<file path="config.mk">
export PLATFORM = sky130hd
export DESIGN_NAME = stream_capture_fifo
export DESIGN_NICKNAME = d
export VERILOG_FILES = /design/src/rtl/scf_pkg.sv /design/src/rtl/scf_occ_fsm.sv /design/src/rtl/scf_store.sv /design/src/rtl/scf_ramp.sv /design/src/rtl/stream_capture_fifo.sv
export SDC_FILE = /design/constraint.sdc
export NUM_CORES = 1
export LEC_CHECK = 0
export BUFFER_PORTS_ARGS = -buffer_cell sky130_fd_sc_hd__buf_4
export CORE_UTILIZATION = 54
export CTS_CLUSTER_SIZE = 20
export DETAILED_ROUTE_END_ITERATION = 6
export PLACE_DENSITY = 0.83
export SLEW_MARGIN = 10
export SYNTH_ARGS = -nofsm -noshare
export SYNTH_HDL_FRONTEND = slang
export SYNTH_SLANG_ARGS = --single-unit
</file>
<file path="constraint.sdc">
create_clock -name clk -period 2.1 [get_ports clk]
set_input_delay 0.21 -clock clk [delete_from_list [all_inputs] [get_ports clk]]
set_output_delay 0.21 -clock clk [all_outputs]
set_load 0.05 [all_outputs]
</file>
<file path="src/rtl/scf_pkg.sv">
package scf_pkg;

    typedef enum logic [1:0] {
        OCC_EMPTY   = 2'd0,
        OCC_PARTIAL = 2'd1,
        OCC_FULL    = 2'd2
    } occ_state_e;

endpackage

</file>
<file path="src/rtl/scf_occ_fsm.sv">
module scf_occ_fsm
    import scf_pkg::*;
#(
    parameter int DEPTH = 4
) (
    input  logic clk,
    input  logic rst,
    input  logic push,
    input  logic pop,
    output logic full,
    output logic empty
);
    localparam int CNT_W = $clog2(DEPTH + 1);

    occ_state_e state_q, state_d;
    logic [CNT_W-1:0] count_q;

    // occupancy counter
    always_ff @(posedge clk) begin
        if (rst) begin
            count_q <= '0;
        end else begin
            unique case ({push, pop})
                2'b10:   count_q <= count_q + 1'b1;
                2'b01:   count_q <= count_q - 1'b1;
                default: count_q <= count_q;
            endcase
        end
    end

    // state register
    always_ff @(posedge clk) begin
        if (rst) state_q <= OCC_EMPTY;
        else     state_q <= state_d;
    end

    // transitions: fill, drain, top-off, release
    always_comb begin
        state_d = state_q;
        unique case (state_q)
            OCC_EMPTY: begin
                if (push) state_d = OCC_PARTIAL;
            end
            OCC_PARTIAL: begin
                if (push && !pop && count_q == CNT_W'(DEPTH - 1))
                    state_d = OCC_FULL;
                else if (pop && !push && count_q == CNT_W'(1))
                    state_d = OCC_EMPTY;
            end
            OCC_FULL: begin
                if (pop && !push) state_d = OCC_PARTIAL;
            end
            default: state_d = OCC_EMPTY;
        endcase
    end

    // outputs
    always_comb begin
        full  = (state_q == OCC_FULL);
        empty = (state_q == OCC_EMPTY);
    end

endmodule

</file>
<file path="src/rtl/scf_store.sv">
module scf_store #(
    parameter int DEPTH  = 4,
    parameter int DATA_W = 8
) (
    input  logic              clk,
    input  logic              rst,
    input  logic              push,
    input  logic              pop,
    input  logic [DATA_W-1:0] din,
    output logic [DATA_W-1:0] dout
);
    localparam int PTR_W = (DEPTH > 1) ? $clog2(DEPTH) : 1;
    localparam logic [PTR_W-1:0] LAST = PTR_W'(DEPTH - 1);

    logic [DATA_W-1:0] slot_q [DEPTH];
    logic [PTR_W-1:0]  wptr_q, rptr_q;

    always_ff @(posedge clk) begin
        if (rst) begin
            wptr_q <= '0;
            rptr_q <= '0;
        end else begin
            if (push) wptr_q <= (wptr_q == LAST) ? '0 : wptr_q + 1'b1;
            if (pop)  rptr_q <= (rptr_q == LAST) ? '0 : rptr_q + 1'b1;
        end
    end

    for (genvar g = 0; g < DEPTH; g++) begin : g_slot
        always_ff @(posedge clk) begin
            if (push && wptr_q == PTR_W'(g)) slot_q[g] <= din;
        end
    end

    assign dout = slot_q[rptr_q];

endmodule

</file>
<file path="src/rtl/scf_ramp.sv">
module scf_ramp #(
    parameter int DATA_W = 8
) (
    input  logic              clk,
    input  logic              rst,
    input  logic              adv,
    output logic [DATA_W-1:0] value
);
    always_ff @(posedge clk) begin
        if (rst)      value <= '0;
        else if (adv) value <= value + 1'b1;
    end
endmodule

</file>
<file path="src/rtl/stream_capture_fifo.sv">
module stream_capture_fifo #(
    parameter int DATA_W = 8,
    parameter int DEPTH  = 4
) (
    input  logic              clk,
    input  logic              rst,
    input  logic              wr_en,
    input  logic [DATA_W-1:0] wr_data,
    input  logic              ramp_mode,
    input  logic              rd_en,
    output logic [DATA_W-1:0] rd_data,
    output logic              full,
    output logic              dma_req,
    output logic              overflow,
    output logic              underflow
);
    logic              empty;
    logic              pop, push, src_req;
    logic [DATA_W-1:0] src_data, ramp_val;

    // read is resolved first so it can free a slot for a same-cycle write
    assign pop      = rd_en && !empty;
    assign src_req  = ramp_mode ? !full : wr_en;
    assign src_data = ramp_mode ? ramp_val : wr_data;
    assign push     = src_req && (!full || pop);
    assign dma_req  = !empty;

    scf_occ_fsm #(.DEPTH(DEPTH)) u_occ (
        .clk(clk), .rst(rst), .push(push), .pop(pop),
        .full(full), .empty(empty)
    );

    scf_store #(.DEPTH(DEPTH), .DATA_W(DATA_W)) u_store (
        .clk(clk), .rst(rst), .push(push), .pop(pop),
        .din(src_data), .dout(rd_data)
    );

    scf_ramp #(.DATA_W(DATA_W)) u_ramp (
        .clk(clk), .rst(rst), .adv(ramp_mode && !full), .value(ramp_val)
    );

    always_ff @(posedge clk) begin
        if (rst) begin
            overflow  <= 1'b0;
            underflow <= 1'b0;
        end else begin
            if (src_req && !push) overflow  <= 1'b1;
            if (rd_en && empty)   underflow <= 1'b1;
        end
    end

endmodule

</file>
* Word-level counts from Yosys, hierarchy flattened
Memory sizes are Yosys's and may differ from the RTL's. A register that Yosys moved wholly into a read port is not among the register bits. Cells that the tools add are included.
Storage, ports and cells: bits in registers 19, memory bits (writable) 32, bits of input ports 13, output and inout port bits 12, logic and storage cells 80, memories kept 1
Memory list:
- u_store.slot_q | depth 4, width 8, rd ports 1, clocked after Yosys merged registers in 1, write ports 1, RTL line scf_store.sv:15 | logic [DATA_W-1:0] slot_q [DEPTH];
Cells by class: add/subtract/negate cells 5, eq/ne operators 13, multiplexer cells 29, reduce and logical (&&, ||, !) cells 25
Operator list (number):
- $mux W8 | 4
- $reduce_or A8 Y1 | 3
- $mux W2 | 11
- $logic_and A1 B1 Y1 | 13
- $mux W1 | 12
- $eq A2 B2 Y1 const B | 5
- $add A8 B1 Y8 const B | 1
- $eq A2 B1 Y1 const B | 3
- $pmux W2 S3 | 1
- $pmux W3 S2 | 1
- $add A2 B1 Y2 const B | 2
- $logic_not A1 Y1 | 4
- $logic_not A2 Y1 | 2
- $ne A2 B1 Y1 const B | 2
- $add A3 B1 Y3 const B | 1
- $eq A3 B1 Y1 const B | 1
- $eq A3 B2 Y1 const B | 1
- $ne A3 B1 Y1 const B | 1
- $reduce_and A3 Y1 | 1
- $sub A3 B1 Y3 const B | 1
- $reduce_bool A2 Y1 | 1
- $logic_or A1 B1 Y1 | 1

* Logic depth before layout (Yosys ltp)
Gate-level depths: netlist of run 1.
depth after elaboration 12, gate-level depth with buffers 11, gate-level depth less buffers 9

* Cells and area by module
Synthesis of run 1 repeated with hierarchy kept, for this count alone.
Unflattened totals: cell total of the unflattened synthesis 166, area total of the unflattened synthesis 2331.0 um2
By module, submodules not included:
- scf_store | instances 1, cells each 69, area an instance 1440.1 um2, sequential area each 1081.0 um2
- scf_ramp | instances 1, cells each 37, area an instance 339.1 um2, sequential area each 160.2 um2
- scf_occ_fsm | instances 1, cells each 38, area an instance 330.3 um2, sequential area each 100.1 um2
- stream_capture_fifo | instances 1, cells each 22, area an instance 221.5 um2, sequential area each 40.0 um2

* Worst setup path after synthesis of run 1
OpenSTA, ideal clock, no wires.
kind register to register, from register u_occ.state_q[0], to register u_occ.state_q[0], data arrival time 1.722 ns, data required time 1.973 ns, setup slack 0.250 ns, cell stages (with the launch flop) 12, clock period less this slack 1.850 ns, cell sequence dfxtp_1 > nand2b_1 > buf_6 > inv_2 > a21oi_4 > inv_1 > ha_1 > clkbuf_1 > nor2b_1 > nor3_1 > a31oi_1 > nor2_1
On the way: elaborated cells between the ends (all ways) 21, classes of those cells eq/ne: 5; mux: 3; reduce/logical: 13
RTL lines:
- start: declaration | RTL line scf_occ_fsm.sv:15 | occ_state_e state_q, state_d;
- start signal: assignment | RTL line scf_occ_fsm.sv:34 | else state_q <= state_d;
- $eq A2 B2 Y1 * | RTL line scf_occ_fsm.sv:59 | full = (state_q == OCC_FULL);
- via full | RTL line stream_capture_fifo.sv:12 | output logic full,
- $logic_not A1 Y1 * | RTL line stream_capture_fifo.sv:23, stream_capture_fifo.sv:25
- $mux W1 / $logic_or A1 B1 Y1 (equally long branches) | RTL line stream_capture_fifo.sv:23, stream_capture_fifo.sv:25
- $logic_and A1 B1 Y1 * | RTL line stream_capture_fifo.sv:25 | assign push = src_req && (!full || pop);
- via push | RTL line stream_capture_fifo.sv:18 | logic pop, push, src_req;
- $logic_not A1 Y1 | RTL line scf_occ_fsm.sv:47, scf_occ_fsm.sv:51
- $logic_and A1 B1 Y1 | RTL line scf_occ_fsm.sv:47, scf_occ_fsm.sv:51
- $logic_and A1 B1 Y1 | RTL line scf_occ_fsm.sv:47 | else if (pop && !push && count_q == CNT_W'(1))
- $ne A3 B1 Y1 (no line)
- $reduce_and A3 Y1 (no line)
Mark *: on every way through the listed nets, which the timed path passes. The rest lies on a longest branch. A chain may end at the register's enable or synchronous reset.

* Final worst setup path of run 1
from register u_occ.state_q[0], to register u_occ.count_q[2]
On the way: cells in the longest elaborated chain, start to end 7, elaborated cells between the ends (all ways) 12, classes of those cells eq/ne: 3; mux: 2; reduce/logical: 7
RTL lines:
- $logic_not A2 Y1 | RTL line scf_occ_fsm.sv:60 | empty = (state_q == OCC_EMPTY);
- $logic_not A1 Y1 | RTL line stream_capture_fifo.sv:22 | assign pop = rd_en && !empty;
- $logic_and A1 B1 Y1 | RTL line stream_capture_fifo.sv:22
- $logic_or A1 B1 Y1 | RTL line stream_capture_fifo.sv:25
- $logic_and A1 B1 Y1 * | RTL line stream_capture_fifo.sv:25
- via push | RTL line stream_capture_fifo.sv:18
- $eq A2 B1 Y1 / $eq A2 B2 Y1 (equally long branches) | RTL line scf_occ_fsm.sv:23 | unique case ({push, pop})
- $pmux W3 S2 / $reduce_bool A2 Y1 (equally long branches)
- end signal: assignment | RTL line scf_occ_fsm.sv:24 | 2'b10: count_q <= count_q + 1'b1;
- end signal: assignment | RTL line scf_occ_fsm.sv:25 | 2'b01: count_q <= count_q - 1'b1;
- end signal: assignment | RTL line scf_occ_fsm.sv:26 | default: count_q <= count_q;
- end: declaration | RTL line scf_occ_fsm.sv:16 | logic [CNT_W-1:0] count_q;
Marked as above.

==> impl_results.md, run 1 <==
- Outcome: complete, no violations
- Die area: 4570 um^2
- MaxCap Viol Count: 0
- Hold depth: 3
- Synth top cells by count: edfxtp_1 (32), dfxtp_1 (21), nor2_1 (21)
- Worst reg-to-reg path cell count: 9
- Routed WL: 3830 um
- 1st-pass router iterations: 4
- Power Density: 852 nW/um^2
- Io pins: 25
- Vias in the first global route: 1380
- Initial Utilization: 57.2%
- Slew Viols, Final: 0
- Multi-input logic area: 862 um^2
- Int Pwr: 1.64 mW
- Tmin final: 1.86 ns
- Synth area leader: edfxtp_1
- Clock slew at reported path FFs: 0.08 ns
- Sequential fraction of the synthesis area: 59.5%
- Pin count of the biggest net entering global routing: 20
- RePlAce Congestion: 0.845
- R2r setup slk: 0.24 ns
- Fmax: 539 MHz
- TritonCTS clock tree: yes
- Final Util: 65.0%
- TNS Setup: 0 ns
- Core Region: 4060 um^2
- Final HPWL DP: 2810 um
- Die Ht: 67.6 um
- Setup Viol. Count Final: 0
- Leakage dissipation: 1.04 nW
- Synth unique cells: 32
- Register share of total power: 55.0%
- Total global-route track usage: 20.4%
- Max VDD drop: 0.000487 V
- WP buf/inv: 2
- Clock Sinks: 53
- Hold Crit Start: wr_en
- CP top delay family: compound AO/OA/AOI/OAI gates
- Slowest cell delay on critical path: 0.43 ns
- Clock share of power: 25.0%
- Worst Hold End: overflow$_SDFFE_PP0P_
- Initial antenna violation count: 0
- Antenna diodes: 0
- Post-Synthesis Mean Instance Area: 13.3 um^2
- Count leader, synth: edfxtp_1
- Final worst-path cycle share: 88.4%
- Critical Path RT: 2.34 ns
- Total number of vias: 1383
- Worst Path Max Fanout: 8
- Vias/cell: 5.51
- Max Root-Sink Buffers: 2
- Net Count, Synth: 199
- Crit-path cells: nand2b_1, inv_2, a21oi_4, inv_1, ha_1, nor2_1, a31oi_1, o22a_1, nor2_1
- Crit Path Category: flip-flop to flip-flop
- Layout cell share with drive strength beyond 1: 26.4%
- FF-to-FF End: u_occ.count_q[2]$_SDFFE_PP0P_
- Hold buffers post-CTS: 0
- Gr ovfl total: 0
- Yosys reg bits: 53
- FFs w/ async S/R, synth: 0%
- Fin nets: 225
- Largest cells by area after synthesis: edfxtp_1 (41%), dfxtp_1 (18%), mux4_2 (7.8%), ha_1 (6.5%), mux2_2 (3.9%)
- Fillcell total: 291
- Main synth FF type: edfxtp_1
- Switching Share: 27.1%
- RSZ-0062 raised after global routing: false
- CP dominant cell by count: nor2_1
- DRT iter0 DRCs: 53
- Slew @ Worst Pin: 0.461 ns
- Post CTS Setup Buffer Count: 0
- CP endpoint kind: flip-flop
- Netlist Area Pre-Place: 2320 um^2
- Synth top area share: 41.4%
- Synth warn: 0
- Hold slack final: 0.180 ns
- First-pass GRT wire length: 6500 um
- Critical Path AT: 2.09 ns
- Min-delay worst type: input port to flip-flop
- # port buffers: 24
- H-Tree Depth: 2
- CTS root buffer: clkbuf_8
- Synth Instances: 174
- Drt drc: 0
- Die width: 67.6 um
- Worst skew pair latency: 0.30 ns
- Combinational power share: 20.0%
- Slowest cell on crit path: dfxtp_1
- Std cell rows: 23
- Layout area overhead: 13.5%
- Sw power: 610 uW
- Num CTS Buffers: 5
- Routed Antenna Nets: 0
- RR Startpoint: u_occ.state_q[0]$_SDFFE_PP0P_
- EDFF count, synth: 32
- WL per Instance: 15.3 um
- Rel. slew slack: 69.3%
- Crit start category: flip-flop
- Max Clock Skew: 0.00771 ns
- Register area: 1380 um^2
- Hold Fails Final Rpt: 0
- Post-CTS resize count: 0
## metrics by stage
stage | instance area, um^2 | total power, mW | instances | setup WS (ns)
floorplan | 2320 | 1.58 | 174 | 0.250
global placement | 2550 | 1.69 | 243 | 0.403
detailed placement | 2550 | 1.71 | 243 | 0.280
CTS | 2640 | 2.27 | 251 | 0.252
global route | 2640 | 2.35 | 251 | 0.122
finish | 2640 | 2.25 | 251 | 0.243
## cell type report
cell class / count / share of cell area, %
multi-input combinational: 103 / 32.7
sequential: 53 / 52.4
clock buffer: 8 / 3.42
tap: 50 / 2.37
inverter: 10 / 1.42
timing repair buffer: 27 / 7.69
## routing by layer
metal  up-vias  wire, um  global-route usage, %
li1        674         -                      -
met1       662      1610                   24.3
met2        38      1950                   34.2
met3         9       194                   5.74
met4         0        81                   8.78
met5         -         0                      0
## sequential cells by signal, indices dropped and copies added (netlist names), named ones only
register / cells
u_store.slot_q: 32
u_store.wptr_q: 2
overflow: 1
u_occ.state_q: 2
underflow: 1
u_ramp.value: 8
u_occ.count_q: 3
u_store.rptr_q: 2
## worst min-delay path, stage by stage
cell	delay, ns
buf_4	0.09
a31oi_1	0.06
nor2_1	0.08
## power groups by stage
| stage | combinational [mW] | clock, mW | sequential, mW |
|---|---|---|---|
| final | 0.449 | 0.562 | 1.24 |
| after global routing | 0.493 | 0.607 | 1.25 |
| after detailed placement | 0.453 | 0 | 1.26 |
| after global placement | 0.438 | 0 | 1.25 |
| after floorplan | 0.329 | 0 | 1.25 |
| after CTS | 0.454 | 0.576 | 1.24 |
## cell families after synthesis
| kind of cell | after synthesis | share of synthesized area, % |
|---|---|---|
| flops | 53 | 59.5 |
| simple gates | 48 | 10.3 |
| mux | 19 | 12.9 |
| buf+inv | 18 | 3.39 |
| compound gates | 17 | 4.74 |
| fa+ha+maj | 12 | 6.47 |
| xor+xnor | 7 | 2.64 |
## placed cells by master, fill, tap and decap left out, drive strengths merged
| cell type | n |
|---|---|
| a211oi | 1 |
| a21oi | 8 |
| a31oi | 3 |
| and2 | 5 |
| and3 | 1 |
| and4 | 1 |
| buf | 27 |
| clkbuf | 8 |
| dfxtp | 21 |
| edfxtp | 32 |
| ha | 12 |
| inv | 10 |
| mux2 | 8 |
| mux2i | 3 |
| mux4 | 8 |
| nand2 | 4 |
| nand2b | 2 |
| nand3 | 5 |
| nand4 | 3 |
| nor2 | 21 |
| nor2b | 1 |
| nor3 | 3 |
| o21ai | 3 |
| o22a | 2 |
| or3 | 2 |
| xor2 | 7 |
## worst max-delay path by stage
stage                                          to                          start  depth (start not counted)  slack, ns
floorplan           u_occ.state_q[0]$_SDFFE_PP0P_  u_occ.state_q[0]$_SDFFE_PP0P_                         11       0.25
global placement    u_occ.count_q[2]$_SDFFE_PP0P_                      ramp_mode                          8       0.40
detailed placement  u_occ.count_q[2]$_SDFFE_PP0P_  u_occ.state_q[0]$_SDFFE_PP0P_                          9       0.28
CTS                 u_occ.count_q[2]$_SDFFE_PP0P_  u_occ.state_q[0]$_SDFFE_PP0P_                          9       0.25
global route        u_occ.count_q[2]$_SDFFE_PP0P_  u_occ.state_q[0]$_SDFFE_PP0P_                          9       0.12
finish              u_occ.count_q[2]$_SDFFE_PP0P_  u_occ.state_q[0]$_SDFFE_PP0P_                          9       0.24
Power figures use the tool's default switching activity.
==> run 2: changes to the inputs <==
--- a/config.mk
+++ b/config.mk
@@ -10,7 +10,9 @@
 export CTS_CLUSTER_SIZE = 20
 export DETAILED_ROUTE_END_ITERATION = 6
 export PLACE_DENSITY = 0.83
+export RECOVER_POWER = 25
 export SLEW_MARGIN = 10
 export SYNTH_ARGS = -nofsm -noshare
 export SYNTH_HDL_FRONTEND = slang
+export SYNTH_HIERARCHICAL = 1
 export SYNTH_SLANG_ARGS = --single-unit
==> run 2 against run 1 <==
Effect of this change: global-route usage decreased by 0.080 points; cell count decreased by 2.4%; sequential power about the same; sequential share of layout area decreased by 0.20 points; synthesized area increased by 0.38%; clock skew increased by 0.0084 ns; clock-buffer cell count decreased by 3; largest power group unchanged; first-iteration DRC count increased by 3.8%.
==> impl_results.md, run 2 <==
- Layout cell share with drive strength beyond 1: 25.1% (-1.2 points)
- Clock Sinks: 53 (unchanged)
- Max VDD drop: 0.000406 V (-17%)
- Worst reg-to-reg path cell count: 5 (-4)
- WP buf/inv: 1 (-1)
- CTS root buffer: clkbuf_8
- Mux share of post-synthesis cell area: 13.3% (+0.38 points)
- Crit Path Category: flip-flop to output port
- Largest family of logic cells by synthesized area: multiplexers
- Routed WL: 3990 um (+4.2%)
- RSZ-0062 raised after global routing: false
- CP endpoint kind: output port
- Synth unique cells: 35 (+9.4%)
- Synth Area in XOR/XNOR: 2.25% (-0.39 points)
- Worst Path Max Fanout: 8 (unchanged)
- Final HPWL DP: 2950 um (+4.9%)
- Vias in the first global route: 1366 (-1.0%)
- 1st-pass router iterations: 4 (unchanged)
- H-Tree Depth: 2 (unchanged)
- TritonCTS clock tree: yes
- Initial Utilization: 57.0% (-0.19 points)
- Power Density: 830 nW/um^2 (-2.6%)
- Post CTS Setup Buffer Count: 0 (unchanged)
- Inst Count DP: 237 (-2.5%)
- RR Startpoint: u_occ/state_q[1]$_SDFFE_PP0P_
- Die area: 4580 um^2 (+0.37%)
- Synth area leader: edfxtp_1
- Synth top cells by count: edfxtp_1 (32), dfxtp_1 (21), ha_1 (12), nor2_1 (12), inv_1 (10)
- Netlist Area Pre-Place: 2330 um^2 (+0.38%)
- Synth Instances: 166 (-4.6%)
- Fin cells: 245 (-2.4%)
- Slew Viols, Final: 0 (unchanged)
- Post-Synthesis Mean Instance Area: 14.0 um^2 (+5.2%)
- Outcome: complete, no violations
- Antenna diodes: 0 (unchanged)
- CP top delay family: flip-flops
- Hold depth: 3 (unchanged)
- Slew @ Worst Pin: 0.543 ns (+0.0818 ns)
- Total number of vias: 1377 (-0.43%)
- Commonest non-fill, non-tap cells in the layout: edfxtp_1 (32), buf_4 (26), dfxtp_1 (21)
- Io pins: 25 (unchanged)
- Die width: 67.7 um (+0.18%)
- Max reg flops: 32 (unchanged)
- Hold Crit Start: rd_en
- Slowest cell delay on critical path: 0.67 ns (+0.24 ns)
- FFs w/ async S/R, synth: 0% (unchanged)
- Worst skew pair latency: 0.31 ns (about the same)
- FF-to-FF End: u_store/slot_q[0][1]$_DFFE_PP_
- Clock slew at reported path FFs: 0.09 ns (about the same)
- Tmin final: 1.97 ns (+0.115 ns)
- RePlAce Congestion: 0.717 (-15%)
- TNS Setup: 0 ns (unchanged)
- Hold buffers post-CTS: 0 (unchanged)
- Max Root-Sink Buffers: 2 (unchanged)
- Met3 routed WL: 98 um (-49%)
- R2r setup slk: 0.16 ns (-0.08 ns)
- Net Count, Synth: 191 (-4.0%)
- Hold Fails Final Rpt: 0 (unchanged)
- DRT iter0 DRCs: 55 (+3.8%)
- Post-synthesis compound-gate area fraction: 4.24% (-0.50 points)
- Layout area overhead: 13.5% (about the same)
- Adder-cell share of the synthesized area: 6.44% (-0.024 points)
- Routed wl met2: 2020 um (+3.7%)
- Vias/cell: 5.62 (+2.0%)
- Num CTS Buffers: 5 (unchanged)
- Std cell rows: 23 (unchanged)
- Max Clock Skew: 0.0162 ns (+0.00845 ns)
- Leakage dissipation: 1.02 nW (-2.6%)
- Total global-route track usage: 20.3% (-0.080 points)
- Rel. slew slack: 63.8% (-5.5 points)
- Pin count of the biggest net entering global routing: 21 (+5.0%)
- Critical Path AT: 1.76 ns (-0.33 ns)
- Core Region: 4090 um^2 (+0.71%)
- Final worst-path cycle share: 93.9% (+5.5 points)
- WL per Instance: 16.3 um (+6.8%)
- Critical Path RT: 1.89 ns (-0.45 ns)
- Crit start category: flip-flop
- Slowest cell on crit path: dfxtp_1
- Fillcell total: 305 (+4.8%)
- Gr ovfl total: 0 (unchanged)
- Synth warn: 6 (+6)
- Fin nets: 219 (-2.7%)
- Worst Hold End: underflow$_SDFFE_PP0P_
- Die Ht: 67.7 um (+0.18%)
- Fmax: 507 MHz (-5.8%)
- Max Used Layer: met4
- MaxCap Viol Count: 0 (unchanged)
- Biggest regs: u_store/slot_q: 32 flops, u_ramp/value: 8 flops, u_occ/count_q: 3 flops
- Setup Viol. Count Final: 0 (unchanged)
- Crit-path cells: mux4_2, buf_4
- Post-synthesis simple-gate area fraction: 11.2% (+0.87 points)
- Main synth FF type: edfxtp_1
- Largest cells by area after synthesis: edfxtp_1 (41%), dfxtp_1 (18%), mux4_2 (7.7%), ha_1 (6.4%), mux2_2 (3.9%)
- Initial antenna violation count: 0 (unchanged)
- Synth top area share: 41.2% (-0.16 points)
- Sequential fraction of the synthesis area: 59.3% (-0.22 points)
- DRT met1 WL: 1750 um (+8.8%)
- Drt drc: 0 (unchanged)
- Count leader, synth: edfxtp_1
- Most common cell after layout, fill and taps aside: edfxtp_1
- First-pass GRT wire length: 6510 um (+0.11%)
- Min-delay worst type: input port to flip-flop
- # port buffers: 24 (unchanged)
- Routed Antenna Nets: 0 (unchanged)
- Post-CTS resize count: 0 (unchanged)
- Yosys reg bits: 53 (unchanged)
- EDFF count, synth: 32 (unchanged)
- Top reg by flops: u_store/slot_q
[run 2: tightest hold or removal path, stage by stage]
cell     delay (ns)
buf_4          0.09
a21oi_1        0.05
nor2_1         0.07
[run 2: per-stage QoR]
| stage | area (um^2) | hold WS, ns | setup slack [ns] | util [%] | power [mW] |
|---|---|---|---|---|---|
| 2_1_floorplan | 2330 | 0.279 | 0.00738 | - | 1.53 |
| 6_report | 2650 | 0.157 | 0.129 | 64.8 | 2.20 |
| 4_1_cts | 2650 | 0.147 | 0.0753 | 64.8 | 2.22 |
| 5_1_grt | 2650 | 0.162 | 0.00869 | 64.8 | 2.29 |
| 3_3_place_gp | 2550 | 0.458 | 0.260 | 62.5 | 1.62 |
| 3_5_place_dp | 2550 | 0.454 | 0.136 | 62.5 | 1.65 |
[run 2: cell families (layout without fill, tap and decap cells)]
group           count (synthesis)  count (layout)
flops                          53              53
simple gates                   44              44
mux                            20              20
compound gates                 16              16
buf+inv                        15              44
fa+ha+maj                      12              12
xor+xnor                        6               6
[run 2: area by class of cell]
cell class / count / area (um^2) / share of cell area (%)
Sequential cell: 53 / 1380 / 52.2
Multi-Input combinational cell: 98 / 876 / 33.1
Timing Repair Buffer: 26 / 195 / 7.38
Clock buffer: 5 / 68.8 / 2.60
Tap cell: 50 / 62.6 / 2.36
Inverter: 10 / 37.5 / 1.42
Clock inverter: 3 / 25.0 / 0.946
[run 2: how the worst max path moves through the flow]
stage | from | to | depth (start not counted)
finish | flip-flop | rd_data[0] | 2
global route | u_occ/state_q[1]$_SDFFE_PP0P_ | u_store/slot_q[0][4]$_DFFE_PP_ | 5
CTS | flip-flop | rd_data[0] | 2
detailed placement | u_occ/state_q[1]$_SDFFE_PP0P_ | u_store/slot_q[0][6]$_DFFE_PP_ | 5
global placement | u_occ/state_q[1]$_SDFFE_PP0P_ | u_store/slot_q[1][6]$_DFFE_PP_ | 5
floorplan | u_occ/state_q[1]$_SDFFE_PP0P_ | u_occ/count_q[2]$_SDFFE_PP0P_ | 7
[run 2: routing by layer]
layer	track usage, %	up-vias
met5	0	-
met4	10.4	0
met3	4.73	11
met2	35.5	24
met1	22.8	682
li1	-	660
[run 2: power by group]
part	internal, mW	leakage, nW	total (mW)	switching (mW)
registers	1.18	0.473	1.22	0.0467
clock network	0.241	0.0447	0.579	0.338
logic	0.157	0.498	0.393	0.236
==> run 3: changes to the inputs <==
--- a/config.mk
+++ b/config.mk
@@ -11,6 +11,7 @@
 export DETAILED_ROUTE_END_ITERATION = 6
 export PLACE_DENSITY = 0.83
 export RECOVER_POWER = 25
+export REMOVE_ABC_BUFFERS = 1
 export SLEW_MARGIN = 10
 export SYNTH_ARGS = -nofsm -noshare
 export SYNTH_HDL_FRONTEND = slang
==> run 3 against run 2 <==
Effect of this change: maximum frequency grew 1.6%; critical path depth did not move; sequential share of layout area increased by 0.25 points; combinational power is essentially flat; clock-buffer cell count rose by 2; sequential cell count is the same; via count down 0.58%; non-clock buffer count unchanged; worst setup slack better by 0.030 ns; largest cell class unchanged; cell area shrank 0.47%; register-to-register slack barely moved; worst hold slack got worse by 0.0027 ns.
==> impl_results.md, run 3 (synthesis results as in run 2) <==
- Outcome: complete, no violations
- Fin cells: 245 (unchanged)
- Worst Path Max Fanout: 8 (unchanged)
- Slew Viols, Final: 0 (unchanged)
- Hold buffers post-CTS: 0 (unchanged)
- DRT iter0 DRCs: 63 (+15%)
- Fillcell total: 305 (unchanged)
- First-pass GRT wire length: 6600 um (+1.4%)
- Commonest non-fill, non-tap cells in the layout: edfxtp_1 (32), buf_4 (26), dfxtp_1 (21)
- Fin nets: 219 (unchanged)
- Crit start category: flip-flop
- Drt drc: 0 (unchanged)
- Tmin final: 1.94 ns (-0.0301 ns)
- Post-CTS resize count: 0 (unchanged)
- Die width: 67.7 um (unchanged)
- Final HPWL DP: 2930 um (-0.65%)
- Most common cell after layout, fill and taps aside: edfxtp_1
- Dpl cell area: 2550 um^2 (about the same)
- Critical Path RT: 1.89 ns (about the same)
- RePlAce Congestion: 0.833 (+16%)
- Hold slack final: 0.155 ns (-0.00273 ns)
- Layout area overhead: 13.0%
- Routed Antenna Nets: 0 (unchanged)
- Total global-route track usage: 20.8% (+0.49 points)
- Die Ht: 67.7 um (unchanged)
- CP endpoint kind: output port
- Slew @ Worst Pin: 0.519 ns (-0.0232 ns)
- Pin count of the biggest net entering global routing: 21 (unchanged)
- Max Root-Sink Buffers: 2 (unchanged)
- Post-route cell area: 2630 um^2 (-0.47%)
- Critical Path AT: 1.73 ns (-0.03 ns)
- Power Density: 825 nW/um^2 (-0.59%)
- Max Clock Skew: 0.00501 ns (-0.0111 ns)
- TritonCTS clock tree: yes
- Hold Fails Final Rpt: 0 (unchanged)
- Post CTS Setup Buffer Count: 0 (unchanged)
- Vias/cell: 5.59 (-0.58%)
- Vias in the first global route: 1403 (+2.7%)
- Initial Utilization: 57.0% (unchanged)
- Std cell rows: 23 (unchanged)
- Clock Sinks: 53 (unchanged)
- Worst skew pair latency: 0.31 ns (about the same)
- 1st-pass router iterations: 4 (unchanged)
- Final worst-path cycle share: 92.4% (-1.4 points)
- Gr ovfl total: 0 (unchanged)
- Antenna diodes: 0 (unchanged)
- Design Power: 2.17 mW (-1.1%)
- Crit Path Category: flip-flop to output port
- Num CTS Buffers: 5 (unchanged)
- Total number of vias: 1369 (-0.58%)
- H-Tree Depth: 2 (unchanged)
- Inst Count DP: 237 (unchanged)
- Leakage dissipation: 1.01 nW (-0.61%)
- Top reg by flops: u_store/slot_q
- Die area: 4580 um^2 (unchanged)
- Final worst setup slack: 0.159 ns (+0.0301 ns)
- Fmax: 515 MHz (+1.6%)
- WL per Instance: 16.5 um (+1.2%)
- Clock slew at reported path FFs: 0.09 ns (about the same)
- CTS root buffer: clkbuf_8
- Min-delay worst type: input port to flip-flop
- Max VDD drop: 0.000502 V (+24%)
- Post-Place Worst Slack: 0.217 ns (+0.0811 ns)
- Biggest regs: u_store/slot_q: 32 flops, u_ramp/value: 8 flops, u_occ/count_q: 3 flops
- Setup Viol. Count Final: 0 (unchanged)
- Io pins: 25 (unchanged)
- Max reg flops: 32 (unchanged)
- # port buffers: 24 (unchanged)
- Routed WL: 4040 um (+1.2%)
- Rel. slew slack: 65.3% (+1.5 points)
- RSZ-0062 raised after global routing: false
- Core Region: 4090 um^2 (unchanged)
- Initial antenna violation count: 0 (unchanged)
- Layout cell share with drive strength beyond 1: 23.6% (-1.5 points)
- MaxCap Viol Count: 0 (unchanged)
==> run 3: routing by layer <==
layer,global-route usage (%),vias up,routed length (um)
li1,-,664,-
met1,25.3,667,1830
met2,33.7,29,1960
met3,4.90,9,162
met4,11.7,0,93
met5,0,-,0
==> run 3: area by class of cell <==
| class | count | area, um^2 | share of cell area [%] |
|---|---|---|---|
| tap | 50 | 62.6 | 2.38 |
| sequential | 53 | 1380 | 52.4 |
| timing repair buffer | 26 | 195 | 7.41 |
| clock inverter | 1 | 7.51 | 0.285 |
| inverter | 10 | 37.5 | 1.43 |
| clock buffer | 7 | 76.3 | 2.90 |
| multi-input combinational | 98 | 873 | 33.2 |
==> run 3: through the flow <==
step	TNS, ns	utilization, %
after floorplan	-1.61	-
after global placement	0	62.4
after detailed placement	0	62.4
after CTS	0	64.5
after global routing	0	64.5
final	0	64.5
==> run 3: critical path, stage by stage, from the launching register on <==
cell,delay [ns]
dfxtp_1,0.66
mux4_2,0.57
buf_4,0.20
==> run 3: worst paths after layout <==
kind,start,slack [ns],end,depth (start not counted)
max reg2reg,u_occ/state_q[1]$_SDFFE_PP0P_,0.16,u_store/slot_q[1][2]$_DFFE_PP_,5
min,rd_en,0.15,underflow$_SDFFE_PP0P_,3
max,flip-flop,0.16,rd_data[3],2
min reg2reg,overflow$_SDFFE_PP0P_,0.49,overflow$_SDFFE_PP0P_,2
==> run 3: where the power goes <==
group / switching [mW] / internal (mW)
Sequential: 0.0450 / 1.18
Combinational: 0.235 / 0.157
Clock: 0.321 / 0.236
